### config.mk
export PLATFORM = sky130hd
export DESIGN_NAME = dma_count_unit
export DESIGN_NICKNAME = d
export VERILOG_FILES = /design/src/rtl/dma_cnt_pkg.sv /design/src/rtl/dma_chan_regs.sv /design/src/rtl/dma_reload_ctl.sv /design/src/rtl/dma_count_unit.sv
export SDC_FILE = /design/constraint.sdc
export NUM_CORES = 1
export LEC_CHECK = 0
export BUFFER_PORTS_ARGS = -buffer_cell sky130_fd_sc_hd__buf_2
export CORE_ASPECT_RATIO = 2
export CORE_MARGIN = 2
export CORE_UTILIZATION = 60
export CTS_CLUSTER_DIAMETER = 150
export DETAILED_ROUTE_END_ITERATION = 12
export PLACE_DENSITY_LB_ADDON = 0.25
export SYNTH_ARGS = -nofsm -noshare
export SYNTH_HDL_FRONTEND = slang
export SYNTH_HIERARCHICAL = 1
export SYNTH_SLANG_ARGS = --single-unit
### constraint.sdc
create_clock -name clk_i -period 2.5 [get_ports clk_i]
set_clock_uncertainty 0.15 [all_clocks]
set_input_delay 0.125 -clock clk_i [delete_from_list [all_inputs] [get_ports clk_i]]
set_output_delay 0.125 -clock clk_i [all_outputs]
set_load 0.01 [all_outputs]
### src/rtl/dma_cnt_pkg.sv
package dma_cnt_pkg;
  localparam int unsigned NCH_DEF  = 4;
  localparam int unsigned AW_DEF   = 16;
  localparam int unsigned CW_DEF   = 14;
  localparam int unsigned MARK_DEF = 128;

  typedef enum logic [1:0] {
    CT_VERIFY = 2'b00,
    CT_WRITE  = 2'b01,
    CT_READ   = 2'b10,
    CT_BAD    = 2'b11
  } ctype_e;
endpackage

### src/rtl/dma_chan_regs.sv
module dma_chan_regs #(
  parameter int unsigned AW = 16,
  parameter int unsigned CW = 14,
  parameter int unsigned MW = 7
) (
  input  logic          clk_i,
  input  logic          rst_ni,
  input  logic          ld_addr_i,
  input  logic          ld_cnt_i,
  input  logic [AW-1:0] ld_addr_val_i,
  input  logic [CW-1:0] ld_cnt_val_i,
  input  logic [1:0]    ld_type_i,
  input  logic          step_i,
  input  logic          reload_i,
  input  logic [AW-1:0] rl_addr_i,
  input  logic [CW-1:0] rl_cnt_i,
  input  logic [1:0]    rl_type_i,
  output logic [AW-1:0] addr_o,
  output logic [CW-1:0] cnt_o,
  output logic [1:0]    type_o,
  output logic          zero_o,
  output logic          mark_o,
  output logic          flag_o
);
  logic [AW-1:0] addr_q;
  logic [CW-1:0] cnt_q;
  logic [1:0]    type_q;
  logic [MW-1:0] seg_q;
  logic          flag_q;

  assign zero_o = (cnt_q == '0);
  assign mark_o = &seg_q;
  assign addr_o = addr_q;
  assign cnt_o  = cnt_q;
  assign type_o = type_q;
  assign flag_o = flag_q;

  // priority per register: load, reload, step
  always_ff @(posedge clk_i or negedge rst_ni) begin
    if (!rst_ni) begin
      addr_q <= '0;
    end else if (ld_addr_i) begin
      addr_q <= ld_addr_val_i;
    end else if (reload_i) begin
      addr_q <= rl_addr_i;
    end else if (step_i) begin
      addr_q <= addr_q + AW'(1);
    end
  end

  always_ff @(posedge clk_i or negedge rst_ni) begin
    if (!rst_ni) begin
      cnt_q  <= '0;
      type_q <= '0;
    end else if (ld_cnt_i) begin
      cnt_q  <= ld_cnt_val_i;
      type_q <= ld_type_i;
    end else if (reload_i) begin
      cnt_q  <= rl_cnt_i;
      type_q <= rl_type_i;
    end else if (step_i) begin
      cnt_q  <= cnt_q - CW'(1);
    end
  end

  // segment counter wraps naturally at 2**MW
  always_ff @(posedge clk_i or negedge rst_ni) begin
    if (!rst_ni) begin
      seg_q <= '0;
    end else if (ld_cnt_i || reload_i) begin
      seg_q <= '0;
    end else if (step_i) begin
      seg_q <= seg_q + MW'(1);
    end
  end

  always_ff @(posedge clk_i or negedge rst_ni) begin
    if (!rst_ni) begin
      flag_q <= 1'b0;
    end else if (ld_cnt_i) begin
      flag_q <= 1'b0;
    end else if (step_i && zero_o) begin
      flag_q <= 1'b1;
    end
  end

  p_addr_step_r1: assert property (@(posedge clk_i) disable iff (!rst_ni)
    step_i && !ld_addr_i && !reload_i |=> addr_q == $past(addr_q) + AW'(1));

  p_cnt_step_r2: assert property (@(posedge clk_i) disable iff (!rst_ni)
    step_i && !ld_cnt_i && !reload_i |=> cnt_q == $past(cnt_q) - CW'(1) && type_q == $past(type_q));

  p_seg_restart_r4: assert property (@(posedge clk_i) disable iff (!rst_ni)
    ld_cnt_i || reload_i |=> seg_q == '0);

  p_flag_sticky_r6: assert property (@(posedge clk_i) disable iff (!rst_ni)
    flag_q && !ld_cnt_i |=> flag_q);

  p_addr_load_r9: assert property (@(posedge clk_i) disable iff (!rst_ni)
    ld_addr_i |=> addr_q == $past(ld_addr_val_i));
endmodule

### src/rtl/dma_reload_ctl.sv
module dma_reload_ctl (
  input  logic clk_i,
  input  logic rst_ni,
  input  logic start_i,
  output logic upd_o
);
  logic upd_q;

  // start cannot repeat while busy: the destination's strobe is blocked
  always_ff @(posedge clk_i or negedge rst_ni) begin
    if (!rst_ni) upd_q <= 1'b0;
    else         upd_q <= start_i;
  end

  assign upd_o = upd_q;

  p_upd_single_r7: assert property (@(posedge clk_i) disable iff (!rst_ni)
    upd_q |=> !upd_q);

  p_upd_follows_r7: assert property (@(posedge clk_i) disable iff (!rst_ni)
    start_i |=> upd_q);
endmodule

### src/rtl/dma_count_unit.sv
module dma_count_unit
  import dma_cnt_pkg::*;
#(
  parameter int unsigned NCH        = NCH_DEF,
  parameter int unsigned AW         = AW_DEF,
  parameter int unsigned CW         = CW_DEF,
  parameter int unsigned MARK_LEN   = MARK_DEF,
  parameter int unsigned RELOAD_DST = 2,
  parameter int unsigned RELOAD_SRC = 3,
  localparam int unsigned CHW       = $clog2(NCH),
  localparam int unsigned MW        = $clog2(MARK_LEN),
  localparam int unsigned WW        = (AW > CW + 2) ? AW : CW + 2
) (
  input  logic           clk_i,
  input  logic           rst_ni,
  input  logic           ld_we_i,
  input  logic [CHW-1:0] ld_ch_i,
  input  logic           ld_sel_i,
  input  logic [WW-1:0]  ld_data_i,
  input  logic           tc_stop_i,
  input  logic           autoload_i,
  input  logic [CHW-1:0] act_ch_i,
  input  logic           xfer_done_i,
  output logic [AW-1:0]  addr_o,
  output logic [1:0]     ctype_o,
  output logic           tc_o,
  output logic           mark_o,
  output logic [NCH-1:0] tc_flags_o,
  output logic [NCH-1:0] en_clr_o,
  output logic           upd_o
);
  logic [AW-1:0]  addr_v [NCH];
  logic [CW-1:0]  cnt_v  [NCH];
  logic [1:0]     type_v [NCH];
  logic [NCH-1:0] zero_v, mark_v, flag_v, step_v;
  logic           upd;
  logic           start;

  for (genvar i = 0; i < NCH; i++) begin : g_ch
    localparam bit IS_DST = (i == RELOAD_DST);
    logic ld_a, ld_c;

    assign ld_a = ld_we_i && !ld_sel_i && (ld_ch_i == CHW'(i));
    assign ld_c = ld_we_i &&  ld_sel_i && (ld_ch_i == CHW'(i));
    // reload destination is frozen while its update runs
    assign step_v[i] = xfer_done_i && (act_ch_i == CHW'(i)) && !(IS_DST && upd);
    assign en_clr_o[i] = step_v[i] && zero_v[i] && tc_stop_i && !(IS_DST && autoload_i);

    dma_chan_regs #(.AW(AW), .CW(CW), .MW(MW)) i_chan (
      .clk_i         (clk_i),
      .rst_ni        (rst_ni),
      .ld_addr_i     (ld_a),
      .ld_cnt_i      (ld_c),
      .ld_addr_val_i (ld_data_i[AW-1:0]),
      .ld_cnt_val_i  (ld_data_i[CW-1:0]),
      .ld_type_i     (ld_data_i[CW+1:CW]),
      .step_i        (step_v[i]),
      .reload_i      (IS_DST ? upd : 1'b0),
      .rl_addr_i     (addr_v[RELOAD_SRC]),
      .rl_cnt_i      (cnt_v[RELOAD_SRC]),
      .rl_type_i     (type_v[RELOAD_SRC]),
      .addr_o        (addr_v[i]),
      .cnt_o         (cnt_v[i]),
      .type_o        (type_v[i]),
      .zero_o        (zero_v[i]),
      .mark_o        (mark_v[i]),
      .flag_o        (flag_v[i])
    );
  end

  assign start = step_v[RELOAD_DST] && zero_v[RELOAD_DST] && autoload_i;

  dma_reload_ctl i_reload (
    .clk_i   (clk_i),
    .rst_ni  (rst_ni),
    .start_i (start),
    .upd_o   (upd)
  );

  assign addr_o     = addr_v[act_ch_i];
  assign ctype_o    = type_v[act_ch_i];
  assign tc_o       = |(step_v & zero_v);
  assign mark_o     = |(step_v & mark_v);
  assign tc_flags_o = flag_v;
  assign upd_o      = upd;

  p_en_clr_tc_r5: assert property (@(posedge clk_i) disable iff (!rst_ni)
    en_clr_o != '0 |-> $onehot0(en_clr_o) && tc_o && tc_stop_i);

  p_reload_copy_r7: assert property (@(posedge clk_i) disable iff (!rst_ni)
    upd && !(ld_we_i && ld_ch_i == CHW'(RELOAD_DST))
    |=> addr_v[RELOAD_DST] == $past(addr_v[RELOAD_SRC]) && cnt_v[RELOAD_DST] == $past(cnt_v[RELOAD_SRC]));

  p_ignore_dst_r8: assert property (@(posedge clk_i) disable iff (!rst_ni)
    upd && xfer_done_i && act_ch_i == CHW'(RELOAD_DST) |-> !tc_o && !mark_o && en_clr_o == '0);

  p_idle_quiet_r10: assert property (@(posedge clk_i) disable iff (!rst_ni)
    !xfer_done_i |-> !tc_o && !mark_o && en_clr_o == '0);
endmodule

==> qor.yml, run 1 <==
run_status: "finished with violations"
violations: "setup timing"
core-area_sq_mm: 0.0178
critPathMaxStageDelay_ns: 0.56
dp_hpwl_um: 25300
worst_slack_ns: -0.270
regToRegSetupSlack_ns: 0.14
multi_input_area_sq_mm: 0.00649
rsz0062_at_grt: "true"
via_per_inst: 6.61
max_freq_ghz: 0.361
finalSetupViolations: 2
synth_cell_types: 70
synth-edff-count: 0
postPlaceCellArea_sq_mm: 0.0116
seqPwrFrac: 0.407
die_height_um: 195
root_buffer: "clkbuf_16"
final_cell_area_sq_mm: 0.0126
ys_ff_latch: 161
ant_nets: 0
antenna_found_initial: 0
syn-instance-count: 1240
pwr-share-clk: 0.305
syn-mean-instance-area_sq_um: 8.83
ff_latch_area_sq_mm: 0.00403
synth_simple_gate_area_frac: 0.237
initial_core_util: 0.616
grt_max_degree: 60
powerDensity_mw_per_mm2: 793
r2r_cells: 4
netlist_area_sq_mm: 0.0109
endpoint_kind: "primary output"
yosysWarningCount: 6
drcViolationCount: 0
io_buffers: 55
p_leak_nw: 5.10
first_iter_violations: 629
num-fill-cells: 1372
slew_headroom: 0.616
cts_tree: "yes"
synthXorXnorAreaFrac: 0.0920
drive_gt1_frac: 0.164
rows: 69
antenna_cells: 0
clock_latency_ns: 0.44
cts.htree.levels: 4
worstMarginPinSlew_ns: 0.576
slowest_stage: "or4_4"
worstSetupStartpointType: "flop"
clockBufferDepth: 2
finalPower_mw: 9.97
crit_chain: "or4_4 > or3_4 > nor3_2 > buf_4 > mux2_4 > o21ai_2 > a21oi_2 > buf_2"
final_nets: 1364
required_ns: 2.23
dieArea_sq_mm: 0.0194
crit_arrival_ns: 2.50
synth-compound-area-share: 0.166
synth_top_family_by_area: "simple AND/OR/NAND/NOR gates"
maxCapViolations: 0
finalWirelength_um: 35400
routedWlPerCell_um: 22.9
r2r_end: "g_ch[0].i_chan/cnt_o[9]"
drtPass1Iterations: 6
die_x_um: 99.5
synth.mux.area_fraction: 0.0753
first_global_vias: 10372
critical_path_class: "reg -> out"
synth_top_flop_cell: "dfrtp_1"
finalHoldViolCount: 0
p_sw_mw: 3.50
hold_class: "in -> async"
sw_frac_of_total: 0.351
period_minus_slack_ns: 2.77
whs_ns: 0.0538
ir_drop_mv: 0.479
layout_commonest_cell: "dfrtp_1"
period_share: 1.11
clock_sinks: 161
ys_async_sr_fraction: 1.00
slew_violations: 0
grt-ovfl-total: 0
seq_area_frac_synth: 0.368
grt_pass1_wl_um: 55600
worstPathMaxFanout: 2
numCtsBuffers: 17
vias: 10258
layoutNonFillerInstCount: 1551
finalWeightedCongestion: 1.01
power_frac_comb: 0.288
grt_usage: 0.375
ios: 56
dp_cells: 1498
synthAdderAreaFrac: 0.0137
syn_to_final_growth_pct: 14.8
cts.reportedPaths.clkPinSlew_ns: 0.06
crit-reg2reg-launch: "g_ch[0].i_chan/cnt_o[4]"
finalSetupTns_ns: -0.462
final_cell_mix: "dfrtp_1 (160), nand2_1 (156), nor2_1 (102)"
internal_power_mw: 6.47
==> metal layers <==
metal  share of wire  global-route usage
met3           0.069              0.0526
met1            0.34               0.408
met2            0.49               0.632
met4           0.098               0.310
met5               0                   0
==> timing repair <==
action,in CTS,in global routing
endpoints found under the hold margin,248,0
pin swaps,5,2
endpoints found under the setup margin,3,4
gates resized for setup,8,2
hold buffers,20,0
buffers inserted,0,1
==> worst max-delay path: cells and delay by family (launching register included) <==
family	cells	cell delay, ns
AOI/OAI and AO/OA	2	0.18
muxes	1	0.14
DFF	1	0.38
and+or+nand+nor	3	1.07
buffers and inverters	2	0.30
==> flip-flops by register name, summed over array words and instances (netlist names) <==
name / cells
g_ch.i_chan/seg_q: 28
g_ch.i_chan/type_o: 8
g_ch.i_chan/addr_o: 64
i_reload/upd_o: 1
g_ch.i_chan/cnt_o: 56
g_ch.i_chan/flag_o: 4
==> cell usage after synthesis, types with 15 or more instances <==
library cell / instances / area, sq um
dfrtp_1: 161 / 4030
nand2_1: 156 / 586
nor2_1: 106 / 398
a21oi_1: 94 / 470
o21ai_0: 84 / 420
xor2_1: 70 / 613
xnor2_1: 45 / 394
mux2i_1: 34 / 340
nand3_1: 34 / 170
nand4_1: 33 / 206
o221ai_1: 33 / 289
clkbuf_1: 32 / 120
nor3b_1: 31 / 233
inv_1: 29 / 109
and3_1: 22 / 138
a22oi_1: 19 / 143
buf_2: 16 / 80.1
mux4_2: 15 / 338
==> power groups by stage <==
stage	clock network, mW	registers, mW	logic, mW
after global routing	3.17	4.16	3.13
after CTS	3.07	4.04	2.79
after global placement	0	4.04	2.66
final	3.04	4.06	2.87
after floorplan	0	3.90	1.82
after detailed placement	0	4.07	2.73
==> metrics by stage <==
stage,util,worst slack (ns)
5_1_grt,0.707,-0.316
3_3_place_gp,0.654,0.00720
2_1_floorplan,-,0.244
3_5_place_dp,0.654,0.0525
6_report,0.707,-0.270
4_1_cts,0.706,-0.260
==> cell type report <==
cell class / instances / share of cell area
flip-flops and latches: 161 / 0.321
inverters: 29 / 0.00866
repair buffers: 137 / 0.0783
multi-input cells: 979 / 0.517
clock inverters: 12 / 0.0182
well taps: 213 / 0.0212
clock buffers: 20 / 0.0363
==> cells by family (layout without fill, tap and decap cells) <==
logic type | count (synthesis) | after routing
compound gates | 293 | 293
xor+xnor | 115 | 115
fa+ha+maj | 12 | 12
buf+inv | 106 | 198
flops | 161 | 161
mux | 58 | 58
other cells | 1 | 7
simple gates | 494 | 494
==> how the worst max path moves through the flow <==
stage / end / slack, ns / cells past startpoint / start
finish: tc_o / -0.27 / 8 / g_ch[0].i_chan/cnt_o[10]
global route: tc_o / -0.32 / 8 / g_ch[0].i_chan/cnt_o[10]
CTS: tc_o / -0.26 / 8 / g_ch[0].i_chan/cnt_o[7]
detailed placement: tc_o / 0.05 / 8 / g_ch[0].i_chan/cnt_o[10]
global placement: tc_o / 0.007 / 8 / g_ch[0].i_chan/cnt_o[10]
floorplan: tc_o / 0.24 / 6 / g_ch[0].i_chan/cnt_o[10]
(Power assumes the default switching activity.)
==> inputs of run 2 (changes only) <==
Settings changed: SETUP_SLACK_MARGIN set to 0.1.
==> qor.yml, run 2 (synthesis gave the netlist of run 1 again) <==
final_nets: 1365  # was 1364
io_buffers: 55  # unchanged
cts_tree: "yes"  # unchanged
crit-reg2reg-launch: "g_ch[0].i_chan/cnt_o[4]"  # unchanged
num-fill-cells: 1368  # was 1372
die_height_um: 195  # unchanged
via_per_inst: 6.65  # was 6.61
post-place-ws_ns: 0.0525  # unchanged
max_freq_ghz: 0.362  # was 0.361 GHz
largest_register_ff_count: 64  # unchanged
finalHoldViolCount: 0  # unchanged
ios: 56  # unchanged
seqPwrFrac: 0.407  # about the same
clock_sinks: 161  # unchanged
finalSetupViolations: 2  # unchanged
dieArea_sq_mm: 0.0194  # unchanged
slowest_stage: "or4_4"  # unchanged
clock_latency_ns: 0.44  # about the same
r2r_cells: 4  # unchanged
internal_power_mw: 6.47  # about the same
crit_chain: "or4_4 > or3_4 > nor3_2 > buf_4 > mux2_4 > o21ai_2 > a21oi_2 > buf_2"  # unchanged
first_iter_violations: 600  # was 629
hold_class: "in -> async"  # unchanged
grt_usage: 0.375  # unchanged
cp_top_family: "simple AND/OR/NAND/NOR gates"  # unchanged
pwr-share-clk: 0.305  # about the same
rsz0062_at_grt: "true"  # unchanged
layoutNonFillerInstCount: 1552  # was 1551
worstSetupStartpointType: "flop"  # unchanged
final_cell_mix: "dfrtp_1 (158), nand2_1 (156), nor2_1 (102)"  # was dfrtp_1 (160), nand2_1 (156), nor2_1 (102)
critical_path_class: "reg -> out"  # unchanged
period_minus_slack_ns: 2.76  # was 2.77 ns
p_sw_mw: 3.52  # was 3.50 mW
maxCapViolations: 0  # unchanged
core-area_sq_mm: 0.0178  # unchanged
critPathMaxStageDelay_ns: 0.56  # about the same
drive_gt1_frac: 0.167  # was 0.164
regToRegSetupSlack_ns: 0.16  # was 0.14 ns
ir_drop_mv: 0.473  # was 0.479 mV
root_buffer: "clkbuf_16"  # unchanged
drcViolationCount: 0  # unchanged
crit_arrival_ns: 2.48  # was 2.50 ns
die_x_um: 99.5  # unchanged
r2r_end: "g_ch[0].i_chan/cnt_o[9]"  # unchanged
cts.htree.levels: 4  # unchanged
sw_frac_of_total: 0.352  # was 0.351
layout_commonest_cell: "dfrtp_1"  # unchanged
grt_pass1_wl_um: 55500  # was 55600 um
routedWlPerCell_um: 23.0  # was 22.9 um
initial_core_util: 0.616  # unchanged
endpoint_kind: "primary output"  # unchanged
path_buf_inv: 2  # unchanged
run_status: "finished with violations"  # unchanged
worstPathMaxFanout: 2  # unchanged
clockBufferDepth: 2  # unchanged
ant_nets: 0  # unchanged
grt_max_degree: 60  # unchanged
p_leak_nw: 5.11  # was 5.10 nW
grt-ovfl-total: 0  # unchanged
worstMarginPinSlew_ns: 0.592  # was 0.576 ns
syn_to_final_growth_pct: 15.0  # was 14.8%
numCtsBuffers: 17  # unchanged
vias: 10322  # was 10258
required_ns: 2.23  # about the same
first_global_vias: 10381  # was 10372
dp_hpwl_um: 25300  # unchanged
power_frac_comb: 0.289  # was 0.288
violations: "setup timing"  # unchanged
drtPass1Iterations: 6  # unchanged
antenna_found_initial: 0  # unchanged
dp_cells: 1498  # unchanged
cts.reportedPaths.clkPinSlew_ns: 0.06  # about the same
slew_violations: 0  # unchanged
period_share: 1.10  # was 1.11
powerDensity_mw_per_mm2: 793  # about the same
rows: 69  # unchanged
finalWirelength_um: 35700  # was 35400 um
slew_headroom: 0.605  # was 0.616
finalWeightedCongestion: 1.01  # unchanged
worst_slack_ns: -0.259  # was -0.270 ns
antenna_cells: 0  # unchanged
run 2: what timing repair did:
action,4_1_cts,5_1_grt
buffers inserted,0,2
pin swaps,5,4
hold endpoints to repair,248,0
resized for setup,10,4
hold buffers,20,0
setup endpoints to repair,4,6
cloned,0,0
run 2: cell type report:
class | instances | area [sq um] | share of cell area
clock inverters | 12 | 229 | 0.0182
inverters | 29 | 109 | 0.00864
flip-flops and latches | 161 | 4030 | 0.320
clock buffers | 20 | 457 | 0.0363
well taps | 213 | 267 | 0.0212
repair buffers | 138 | 992 | 0.0788
multi-input cells | 979 | 6510 | 0.517
run 2: how the worst max path moves through the flow:
stage                              from   end  slack, ns  cells after the start
2_1_floorplan  g_ch[0].i_chan/cnt_o[10]  tc_o       0.24                      6
3_3_place_gp   g_ch[0].i_chan/cnt_o[10]  tc_o      0.007                      8
3_5_place_dp   g_ch[0].i_chan/cnt_o[10]  tc_o       0.05                      8
4_1_cts         g_ch[0].i_chan/cnt_o[7]  tc_o      -0.26                      8
5_1_grt        g_ch[0].i_chan/cnt_o[10]  tc_o      -0.32                      8
6_report       g_ch[0].i_chan/cnt_o[10]  tc_o      -0.26                      8
run 2: stage by stage:
step	hold slack (ns)	TNS [ns]	cell area [sq um]	power [mW]	utilization
floorplan	-0.321	0	11000	5.72	-
global placement	-0.0367	0	11600	6.70	0.654
detailed placement	-0.0425	0	11600	6.80	0.654
CTS	0.0625	-0.467	12600	9.91	0.706
global route	0.0940	-0.572	12600	10.5	0.708
finish	0.0541	-0.446	12600	9.99	0.708
run 2: power groups by stage:
| stage | Clock [mW] | Combinational (mW) | Sequential, mW |
|---|---|---|---|
| 2_1_floorplan | 0 | 1.82 | 3.90 |
| 3_3_place_gp | 0 | 2.66 | 4.04 |
| 3_5_place_dp | 0 | 2.73 | 4.07 |
| 4_1_cts | 3.07 | 2.80 | 4.04 |
| 5_1_grt | 3.17 | 3.14 | 4.16 |
| 6_report | 3.05 | 2.88 | 4.06 |
run 2: routing by layer:
metal	up-vias	global-route usage	wire [um]
met5	-	0	0
met4	0	0.307	3530
met3	212	0.0537	2720
met2	588	0.633	17600
met1	4878	0.408	11900
li1	4644	-	-
